`src/rtl/updn_pkg.sv`:
```
// Shared types and next-code arithmetic for the up/down counter stage.
// Assumes a four-bit count; decade mode keeps the codes 0..9 legal.
package updn_pkg;

    localparam int unsigned CNT_W = 4;

    typedef logic [CNT_W-1:0] cnt_t;

    localparam cnt_t DEC_MAX = cnt_t'(9);
    localparam cnt_t BIN_MAX = '1;

    // Highest legal code for the chosen radix.
    function automatic cnt_t top_code(input bit decade);
        return decade ? DEC_MAX : BIN_MAX;
    endfunction

    // Next code on an up count; the top code and any illegal code go to zero.
    function automatic cnt_t step_up(input cnt_t v, input bit decade);
        if (v >= top_code(decade))
            return '0;
        return v + cnt_t'(1);
    endfunction

    // Next code on a down count; zero wraps, illegal decade codes go to nine.
    function automatic cnt_t step_down(input cnt_t v, input bit decade);
        if (decade && (v > DEC_MAX))
            return DEC_MAX;
        if (v == '0)
            return top_code(decade);
        return v - cnt_t'(1);
    endfunction

endpackage

```
`src/rtl/edge_sync.sv`:
```
// Synchronizes N slow strobes into the system clock domain and flags the
// cycle in which each synchronized level rises.
// Assumes the strobes idle high, so the chain resets to one.
module edge_sync #(
    parameter int unsigned N      = 2,
    parameter int unsigned STAGES = 2
) (
    input  logic         clk,
    input  logic         rst_n,
    input  logic [N-1:0] async_in,
    output logic [N-1:0] level,
    output logic [N-1:0] rise
);

    for (genvar i = 0; i < N; i++) begin : g_ch
        logic [STAGES-1:0] sh;
        logic              prev;

        // Shift the raw strobe through the synchronizer chain.
        always_ff @(posedge clk) begin
            if (!rst_n) sh <= '1;
            else        sh <= {sh[STAGES-2:0], async_in[i]};
        end

        // Keep last cycle's synchronized level for edge detection.
        always_ff @(posedge clk) begin
            if (!rst_n) prev <= 1'b1;
            else        prev <= sh[STAGES-1];
        end

        assign level[i] = sh[STAGES-1];
        assign rise[i]  = sh[STAGES-1] & ~prev;
    end

endmodule

```
`src/rtl/count_core.sv`:
```
// Count register with clear, parallel load and single-step up/down.
// Clear and load act on the output in the same cycle and are also
// captured by the register; simultaneous up and down requests cancel.
module count_core
    import updn_pkg::*;
#(
    parameter bit DECADE = 1'b1
) (
    input  logic clk,
    input  logic rst_n,
    input  logic clr,
    input  logic load_n,
    input  cnt_t preset,
    input  logic inc,
    input  logic dec,
    output cnt_t count
);

    cnt_t cnt_q;
    cnt_t cnt_d;

    // Pick the next code by priority: clear, load, single step, hold.
    always_comb begin
        if (clr)
            cnt_d = '0;
        else if (!load_n)
            cnt_d = preset;
        else if (inc && !dec)
            cnt_d = step_up(cnt_q, DECADE);
        else if (dec && !inc)
            cnt_d = step_down(cnt_q, DECADE);
        else
            cnt_d = cnt_q;
    end

    // Hold the count.
    always_ff @(posedge clk) begin
        if (!rst_n) cnt_q <= '0;
        else        cnt_q <= cnt_d;
    end

    // Let clear and load reach the output without waiting for an edge.
    always_comb begin
        if (clr)          count = '0;
        else if (!load_n) count = preset;
        else              count = cnt_q;
    end

endmodule

```
`src/rtl/tc_decode.sv`:
```
// Active-low terminal-count strobes, gated by the low phase of the
// synchronized count clocks so that their rise matches the wrap.
module tc_decode
    import updn_pkg::*;
#(
    parameter bit DECADE = 1'b1
) (
    input  cnt_t count,
    input  logic up_lvl,
    input  logic dn_lvl,
    output logic carry_n,
    output logic borrow_n
);

    localparam cnt_t TOP = top_code(DECADE);

    // Decode top and bottom codes against the clock levels.
    always_comb begin
        carry_n  = ~((count == TOP) & ~up_lvl);
        borrow_n = ~((count == '0)  & ~dn_lvl);
    end

endmodule

```
`src/rtl/updn_stage.sv`:
```
// Dual-clock presettable up/down counter stage, decade or binary by
// parameter. Count strobes are sampled by clk; an edge counts only when
// the opposite strobe is high. Stages chain carry_n/borrow_n to the next
// stage's up_clk/dn_clk.
module updn_stage
    import updn_pkg::*;
#(
    parameter bit          DECADE      = 1'b1,
    parameter int unsigned SYNC_STAGES = 2
) (
    input  logic             clk,
    input  logic             rst_n,
    input  logic             clr,
    input  logic             load_n,
    input  logic [CNT_W-1:0] preset,
    input  logic             up_clk,
    input  logic             dn_clk,
    output logic [CNT_W-1:0] count,
    output logic             carry_n,
    output logic             borrow_n
);

    localparam int unsigned UP = 0;
    localparam int unsigned DN = 1;

    logic [1:0] lvl;
    logic [1:0] rise;
    logic       inc;
    logic       dec;
    cnt_t       cnt_w;

    edge_sync #(.N(2), .STAGES(SYNC_STAGES)) u_sync (
        .clk      (clk),
        .rst_n    (rst_n),
        .async_in ({dn_clk, up_clk}),
        .level    (lvl),
        .rise     (rise)
    );

    // Qualify each edge with the other strobe's high level.
    always_comb begin
        inc = rise[UP] & lvl[DN];
        dec = rise[DN] & lvl[UP];
    end

    count_core #(.DECADE(DECADE)) u_core (
        .clk    (clk),
        .rst_n  (rst_n),
        .clr    (clr),
        .load_n (load_n),
        .preset (preset),
        .inc    (inc),
        .dec    (dec),
        .count  (cnt_w)
    );

    tc_decode #(.DECADE(DECADE)) u_tc (
        .count    (cnt_w),
        .up_lvl   (lvl[UP]),
        .dn_lvl   (lvl[DN]),
        .carry_n  (carry_n),
        .borrow_n (borrow_n)
    );

    assign count = cnt_w;

endmodule

```
`config.mk`:
```
export PLATFORM = sky130hd
export DESIGN_NAME = updn_stage
export DESIGN_NICKNAME = d
export VERILOG_FILES = /design/src/rtl/updn_pkg.sv /design/src/rtl/edge_sync.sv /design/src/rtl/count_core.sv /design/src/rtl/tc_decode.sv /design/src/rtl/updn_stage.sv
export SDC_FILE = /design/constraint.sdc
export NUM_CORES = 1
export LEC_CHECK = 0
export BUFFER_PORTS_ARGS = -buffer_cell sky130_fd_sc_hd__buf_2
export CORE_MARGIN = 1
export CORE_UTILIZATION = 43
export DETAILED_ROUTE_END_ITERATION = 16
export PLACE_DENSITY = 0.7
export RECOVER_POWER = 25
export SYNTH_ARGS = -nofsm -noshare
export SYNTH_HDL_FRONTEND = slang
export SYNTH_SLANG_ARGS = --single-unit
export TNS_END_PERCENT = 1
```
`constraint.sdc`:
```
create_clock -name clk -period 2.1 [get_ports clk]
set_input_delay 0.105 -clock clk [delete_from_list [all_inputs] [get_ports clk]]
set_output_delay 0.105 -clock clk [all_outputs]
set_load 0.005 [all_outputs]
```
# After elaboration in Yosys (flattened, before gate mapping)
# Index checks and enable logic that the tools add are counted.
# op_classes
add_sub_neg	2
magnitude_cmp	2
n_eq_ne	2
n_mux	26
n_bitwise	13
n_reduce_logical	7
# op_table
op	count
two-way mux 4 bit	11
two-way mux 1 bit	15
zero test 4 bit	2
NOT 1 bit	7
bitwise AND 1 bit	6
adder 4 x 1 -> 4 bit, second input constant	1
equality test 4 bit, second input constant	1
>= comparator 4 bit, second input constant	1
greater-than comparator 4 bit, second input constant	1
subtractor 4 x 1 -> 4 bit, second input constant	1
inequality test 3 x 1 -> 1 bit, second input constant	1
logical AND 1 bit	2
zero test 1 bit	2
OR reduction 2 bit	1
# totals
regBits	10
output_inout_bits	6

# Logic depth before layout (Yosys ltp)
# Gate-level depths: netlist of the first run.
# logic_depth
depth_word	19
ltp_mapped	7
depth_no_buf	7

# Cells and area by module
# Synthesis of the first run repeated with hierarchy kept, for this count alone.
# unflattened
hier_cells	83
area_unflattened_um2	674.4
# modules_own_cells
module	instances	cells_each	area_per_inst_um2	seq_area_each_um2
count_core	1	61	455.4	80.1
edge_sync	1	16	185.2	120.1
tc_decode	1	4	21.3	0.0
updn_stage	1	2	12.5	0.0

# Least setup slack after synthesis of the first run
# Ideal clock, no wire load.
# synth_path
path_type	flip-flop to flip-flop
from	register u_core.cnt_q[1]
to	register u_core.cnt_q[2]
setup_time_ns	0.074
arrival_ns	1.675
setup_slack_ns	0.350
stages_incl_launch_ff	8
path_buffers	0
period_less_slack_ns	1.750
cell_sequence	dfxtp_1 -> inv_1 -> ha_1 -> or3b_4 -> nand2_2 -> a32oi_1 -> or3_1 -> a31oi_1
# synth_between
elab_chain_len	12
word_cells_on_any_way	27
cone_classes	2 x add/sub; 2 x order compare; 22 x mux; 1 x reduce/logical
# synth_lines
element	line	text
start, declared	count_core.sv:19	cnt_t cnt_q;
start signal, assigned	count_core.sv:39	else cnt_q <= cnt_d;
zero test 4 bit	updn_pkg.sv:28	if (v == '0)
two-way mux 1 bit (2 in series)	updn_pkg.sv:28	
two-way mux 1 bit	count_core.sv:30	else if (dec && !inc)
two-way mux 1 bit	count_core.sv:28	else if (inc && !dec)
two-way mux 1 bit	count_core.sv:26	else if (!load_n)
two-way mux 1 bit	count_core.sv:24	if (clr)
two-way mux 4 bit	updn_pkg.sv:30	return v - cnt_t'(1);
two-way mux 4 bit	updn_pkg.sv:28	
two-way mux 4 bit	count_core.sv:30	
two-way mux 4 bit (*)	count_core.sv:28	
two-way mux 4 bit (*)	count_core.sv:26	
# Every way passes the cells marked *; elsewhere a longest branch is shown, timed or not. The select of a mux whose other input is x is not followed.
# A chain may end at the register's enable or synchronous reset.

# Worst setup path in the final report of the first run
# Ends and elaborated chain as after synthesis.

==> flow_summary.toml, run 1 <==
[final_layout]
multi_input_area_sq_um = 443
seq_area_sq_um = 200
drive_above_1_share_pct = 21.0
final_cells = 115
final_nets = 115
num_antenna_cells = 0
syn_to_final_growth_pct = 16.1
n_fill_cell = 118

[global_route]
grt_max_degree = 13
overflow = 0
antenna_found_initial = 0
grt_pass1_vias = 519
grt_pass1_wl_mm = 2.23
grtUsageTotal_pct = 17.0

[power]
vdd_drop_max_uv = 428
switchingPower_uw = 126
sw_frac_of_total_pct = 26.8
seqPwrFrac_pct = 44.4
clkPwrFrac_pct = 38.0
combinationalPowerShare_pct = 17.7
p_per_area_nw_per_um2 = 596
leakagePower_uw = 0.000322
power.internal_uw = 343

[timing]
finalCritPeriodShare_pct = 91.0
tns_ps = 0
tightest_slew_ps = 307
fin_ws_ps = 189
fin_skew_ps = 1.11
rsz0062_at_grt = "no"
relSlewSlack_pct = 79.3
fin_crit_ps = 1910
clock.fmax_mhz = 523
final-hold-violation-count = 0
slew_violations = 0
setup_viol = 0

[critical_path]
setup.worst_path.start_class = "flop"
cp_cell_sequence = "inv_1 -> ha_1 -> or3b_4 -> nand2_2 -> a32oi_1 -> or3_1 -> a31oi_1"
crit_buf_inv = 1
cp-end-kind = "flop"
max_stage_delay_ps = 430
path_class = "reg2reg"
cpLargestDelayFamily = "simple AND/OR/NAND/NOR gates"
critPathArrivalTime_ps = 2110
critPathSlowestCell = "dfxtp_1"
path_max_fanout = 6
worstSetupStartpoint = "u_core.cnt_q[1]"
cp_data_required_time_ps = 2300
r2r_start = "u_core.cnt_q[1]"

[placement]
dp.cells = 111
numPortBuffers = 15
hpwl_mm = 1.04
gp_congestion = 0.818
pre_cts_slack_ps = 227

[job]
cap_viol_max_count = 0

[yosys]
synthTopCellsByArea = "dfxtp_1 (30%), nand2b_1 (8.3%), ha_1 (7.4%), a21oi_1 (3.7%), nand2_1 (3.3%)"
ys_types = 36
postSynthAreaPerCell_sq_um = 8.07
synth_edf_count = 0
synth_most_common_cell = "dfxtp_1"
ys.flop_type = "dfxtp_1"
netlist_top_cells_count = "dfxtp_1 (10), nand2b_1 (9), nand2_1 (6), a21oi_1 (5), nor2_1 (5)"
yosysTopAreaCell = "dfxtp_1"
postSynthCellCount = 84
synth.top_cell.area_share_pct = 29.5
syn_nets = 98
ys_seq_area_share_pct = 29.5
ys_warn_count = 0
ys_ff_latch = 10
synthArstFlopShare_pct = 0
syn-cell-area_sq_um = 678

[clocking]
cts_hold_buffers = 0
cts_root_buf = "clkbuf_4"
clock_path_buffers = 2
path_clk_slew_ps = 70
cts_buffers = 3
cts_tree = "done"
insertion_delay_ps = 270
cts_repair_resize_count = 0
cts_sinks = 10
cts-htree-levels = 1
post_cts_buffers = 0

[route]
via_per_inst = 5.48
wire_per_inst_microns = 11.9
drt_iter0_drc = 24
firstDrtPassIters = 4
drc = 0
vias = 630
ant_nets = 0
wirelength_mm = 1.37

[floorplan]
die_w_microns = 41.7
rows = 13
die_h_microns = 41.7
core_sq_um = 1380
ios = 16
die_area_sq_um = 1740
initial_core_util_pct = 49.0

[min_path]
hold_class = "in2reg"
min-delay-start = "up_clk"

[status]
outcome = "finished, final reports clean"
## final timing paths
check	slack, ps	cells after the start	end
worst max-delay path	190	7	u_core.cnt_q[2]
worst min-delay path	10	2	u_sync.g_ch[0].sh[0]
worst min register to register	410	1	u_sync.g_ch[0].sh[1]
worst max register to register	190	7	u_core.cnt_q[2]
## state kept, by name (all words and copies together) (netlist names)
register          cells
u_sync.g_ch.sh        4
u_core.cnt_q          4
u_sync.g_ch.prev      2
## placed cells by master (no fill, tap or decap)
master / instances
nand3_1: 2
clkbuf_8: 1
and2_1: 1
mux2i_1: 2
xor2_1: 1
a21oi_1: 5
xnor2_1: 1
a31oi_1: 3
nor3_1: 3
nand4b_1: 1
nand2_1: 6
or3b_4: 1
nand2b_1: 9
a32oi_1: 1
nand2_2: 1
or2b_1: 1
clkbuf_4: 3
ha_1: 4
or3_1: 1
and4b_1: 1
a311oi_1: 1
inv_1: 4
and3_1: 1
o211ai_1: 2
nor4b_1: 1
o22ai_1: 1
o21ai_1: 1
o21ai_0: 4
o2bb2ai_1: 1
nor2_1: 5
buf_2: 14
a21boi_0: 1
o22ai_2: 1
nor2b_1: 2
dfxtp_1: 10
nand4_1: 2
clkbuf_1: 1
## power groups by stage
stage          clock network [uW]  registers [uW]  logic, uW
2_1_floorplan                   0             208       61.3
4_1_cts                       180             208       83.0
5_1_grt                       192             210       92.3
3_5_place_dp                    0             212       82.4
6_report                      178             208       83.0
3_3_place_gp                    0             212       82.8
## layout make-up
class / count / area share [%]
multi-input cells: 67 / 56.3
repair buffers: 15 / 9.38
inverters: 4 / 1.91
clock buffers: 4 / 4.61
well taps: 15 / 2.38
flip-flops and latches: 10 / 25.4
## metal layers
metal	global-route usage, %	vias to the layer above	wire (microns)
li1	-	335	-
met1	22.5	271	700
met2	25.3	22	583
met3	3.91	2	70
met4	9.68	0	14
met5	0	-	0
## through the flow
step,power [uW],util (%),cell area [sq um],hold slack [ps]
final,469,56.9,787,12.5
after CTS,470,57.0,788,11.7
after floorplan,270,-,678,178
after global placement,295,54.4,752,286
after detailed placement,294,54.4,752,290
after global routing,494,56.9,787,8.34
## cell families after synthesis
family	after synthesis	synth area share (%)
simple gates	38	32.3
compound gates	21	20.1
flops	10	29.5
buf+inv	7	5.16
fa+ha+maj	4	7.38
xor+xnor	2	2.58
mux	2	2.95
Note: power is estimated with default switching activity, not from simulation.
==> run 2: changes to the inputs <==
- PLACE_DENSITY: 0.7 -> default
- PLACE_DENSITY_LB_ADDON: default -> 0.1
==> run 2 against run 1 <==
Net effect:
- power down 1.7%
- maximum frequency down 0.34%
- die area unchanged
- register-to-register slack about the same
- utilization unchanged
- critical path depth unchanged
- combinational power down 0.7%
- setup slack worse by 6.6 ps
- count of clock-buffer cells in the layout unchanged
- final cell count unchanged
- sequential share of layout area unchanged
- design area unchanged
==> flow_summary.toml, run 2 (same netlist as run 1, synthesis figures left out) <==
[status]
outcome = "finished, final reports clean"

[global_route]
grt_busiest_layer = "met1"
grt_pass1_wl_mm = 2.25
overflow = 0
grt_util_met2_pct = 21.9
grt_pass1_vias = 515
grtUsageMet1_pct = 25.0
grt_max_degree = 13
use_met3_pct = 2.61
grtUsageTotal_pct = 16.7
antenna_found_initial = 0

[final_layout]
seq_area_sq_um = 200
drive_above_1_share_pct = 21.0
final_nets = 115
final_common_cell = "buf_2"
postLayoutCoreUtil_pct = 56.9
final_cell_mix = "buf_2 (14), dfxtp_1 (10), nand2b_1 (9), nand2_1 (6)"
largestRegisters = "u_core.cnt_q: 4 flops, u_sync.g_ch.sh: 4 flops, u_sync.g_ch.prev: 2 flops"
syn_to_final_growth_pct = 16.1
n_fill_cell = 129
multi_input_area_sq_um = 443
num_antenna_cells = 0

[timing]
fin_ws_ps = 182
tns_ps = 0
final-hold-violation-count = 0
slew_violations = 0
setup_viol = 0
finalCritPeriodShare_pct = 91.3
fin_crit_ps = 1920
clock.fmax_mhz = 521
fin_skew_ps = 2.75
tightest_slew_ps = 328
relSlewSlack_pct = 77.8
rsz0062_at_grt = "no"

[critical_path]
r2r-end = "u_core.cnt_q[2]"
critPathArrivalTime_ps = 2110
path_max_fanout = 6
path_class = "reg2reg"
cp-end-kind = "flop"
r2r_start = "u_core.cnt_q[1]"
reg2reg_depth = 7
rrSetupSlack_ps = 180
worstSetupStartpoint = "u_core.cnt_q[1]"
cp_data_required_time_ps = 2290
setup.worst_path.start_class = "flop"

[route]
wirelength_mm = 1.35
drc = 0
drt_iter0_drc = 10
vias = 667
wire_per_inst_microns = 11.7
firstDrtPassIters = 5
via_per_inst = 5.80
ant_nets = 0

[placement]
hpwl_mm = 1.05
pre_cts_slack_ps = 205
gp_congestion = 0.886
numPortBuffers = 15

[floorplan]
ios = 16
initial_core_util_pct = 49.0
die_w_microns = 41.7
die_area_sq_um = 1740
core_sq_um = 1380
die_h_microns = 41.7
rows = 13

[clocking]
cts_buffers = 3
cts_sinks = 10
insertion_delay_ps = 260
cts-htree-levels = 1
cts_root_buf = "clkbuf_4"
cts_hold_buffers = 0
clock_path_buffers = 2
path_clk_slew_ps = 70
cts_repair_resize_count = 0
cts_tree = "done"
post_cts_buffers = 0

[power]
vdd_drop_max_uv = 405
leakagePower_uw = 0.000322
p_per_area_nw_per_um2 = 586

[min_path]
min-delay-start = "dn_clk"
min_to = "u_sync.g_ch[1].sh[0]"
hold_class = "in2reg"
hold_depth = 2

[job]
cap_viol_max_count = 0
## run 2: power by group
group          total, uW  internal, uW  switching, uW
Combinational       82.4          40.1           42.2
Clock                170           105           64.9
Sequential           208           198           10.8
Total                461           343            118
## run 2: cell type report
class                           instances  area share (%)
Sequential cell                        10            25.4
Clock buffer                            4            4.61
Timing Repair Buffer                   15            9.38
Multi-Input combinational cell         67            56.3
Inverter                                4            1.91
Tap cell                               15            2.38
## run 2: through the flow
step	std cells	instance area [sq um]	hold slack (ps)	power, uW
floorplan	84	678	178	270
global placement	111	752	286	295
detailed placement	111	752	289	295
CTS	115	788	12.9	466
global route	115	787	8.04	489
finish	115	787	18.2	461
## run 2: how the worst max path moves through the flow
stage                                  to  slack (ps)  depth (start not counted)
after global placement    u_core.cnt_q[2]         290                          7
after global routing      u_core.cnt_q[2]          80                          7
final                     u_core.cnt_q[2]         180                          7
after detailed placement  u_core.cnt_q[2]         200                          7
after CTS                 u_core.cnt_q[2]         170                          7
after floorplan           u_core.cnt_q[2]         350                          7
## run 2: worst max-delay path: stages (launching register included)
cell and delay [ps]:
dfxtp_1 430, inv_1 120, ha_1 210, or3b_4 390, nand2_2 90, a32oi_1 90, or3_1 360, a31oi_1 170
## run 2: per-layer routing
layer	share of wire (%)	up-vias	wire length, microns
li1	-	338	-
met5	0	-	0
met3	5.5	2	74
met1	52	304	704
met2	41	23	552
met4	1.3	0	17
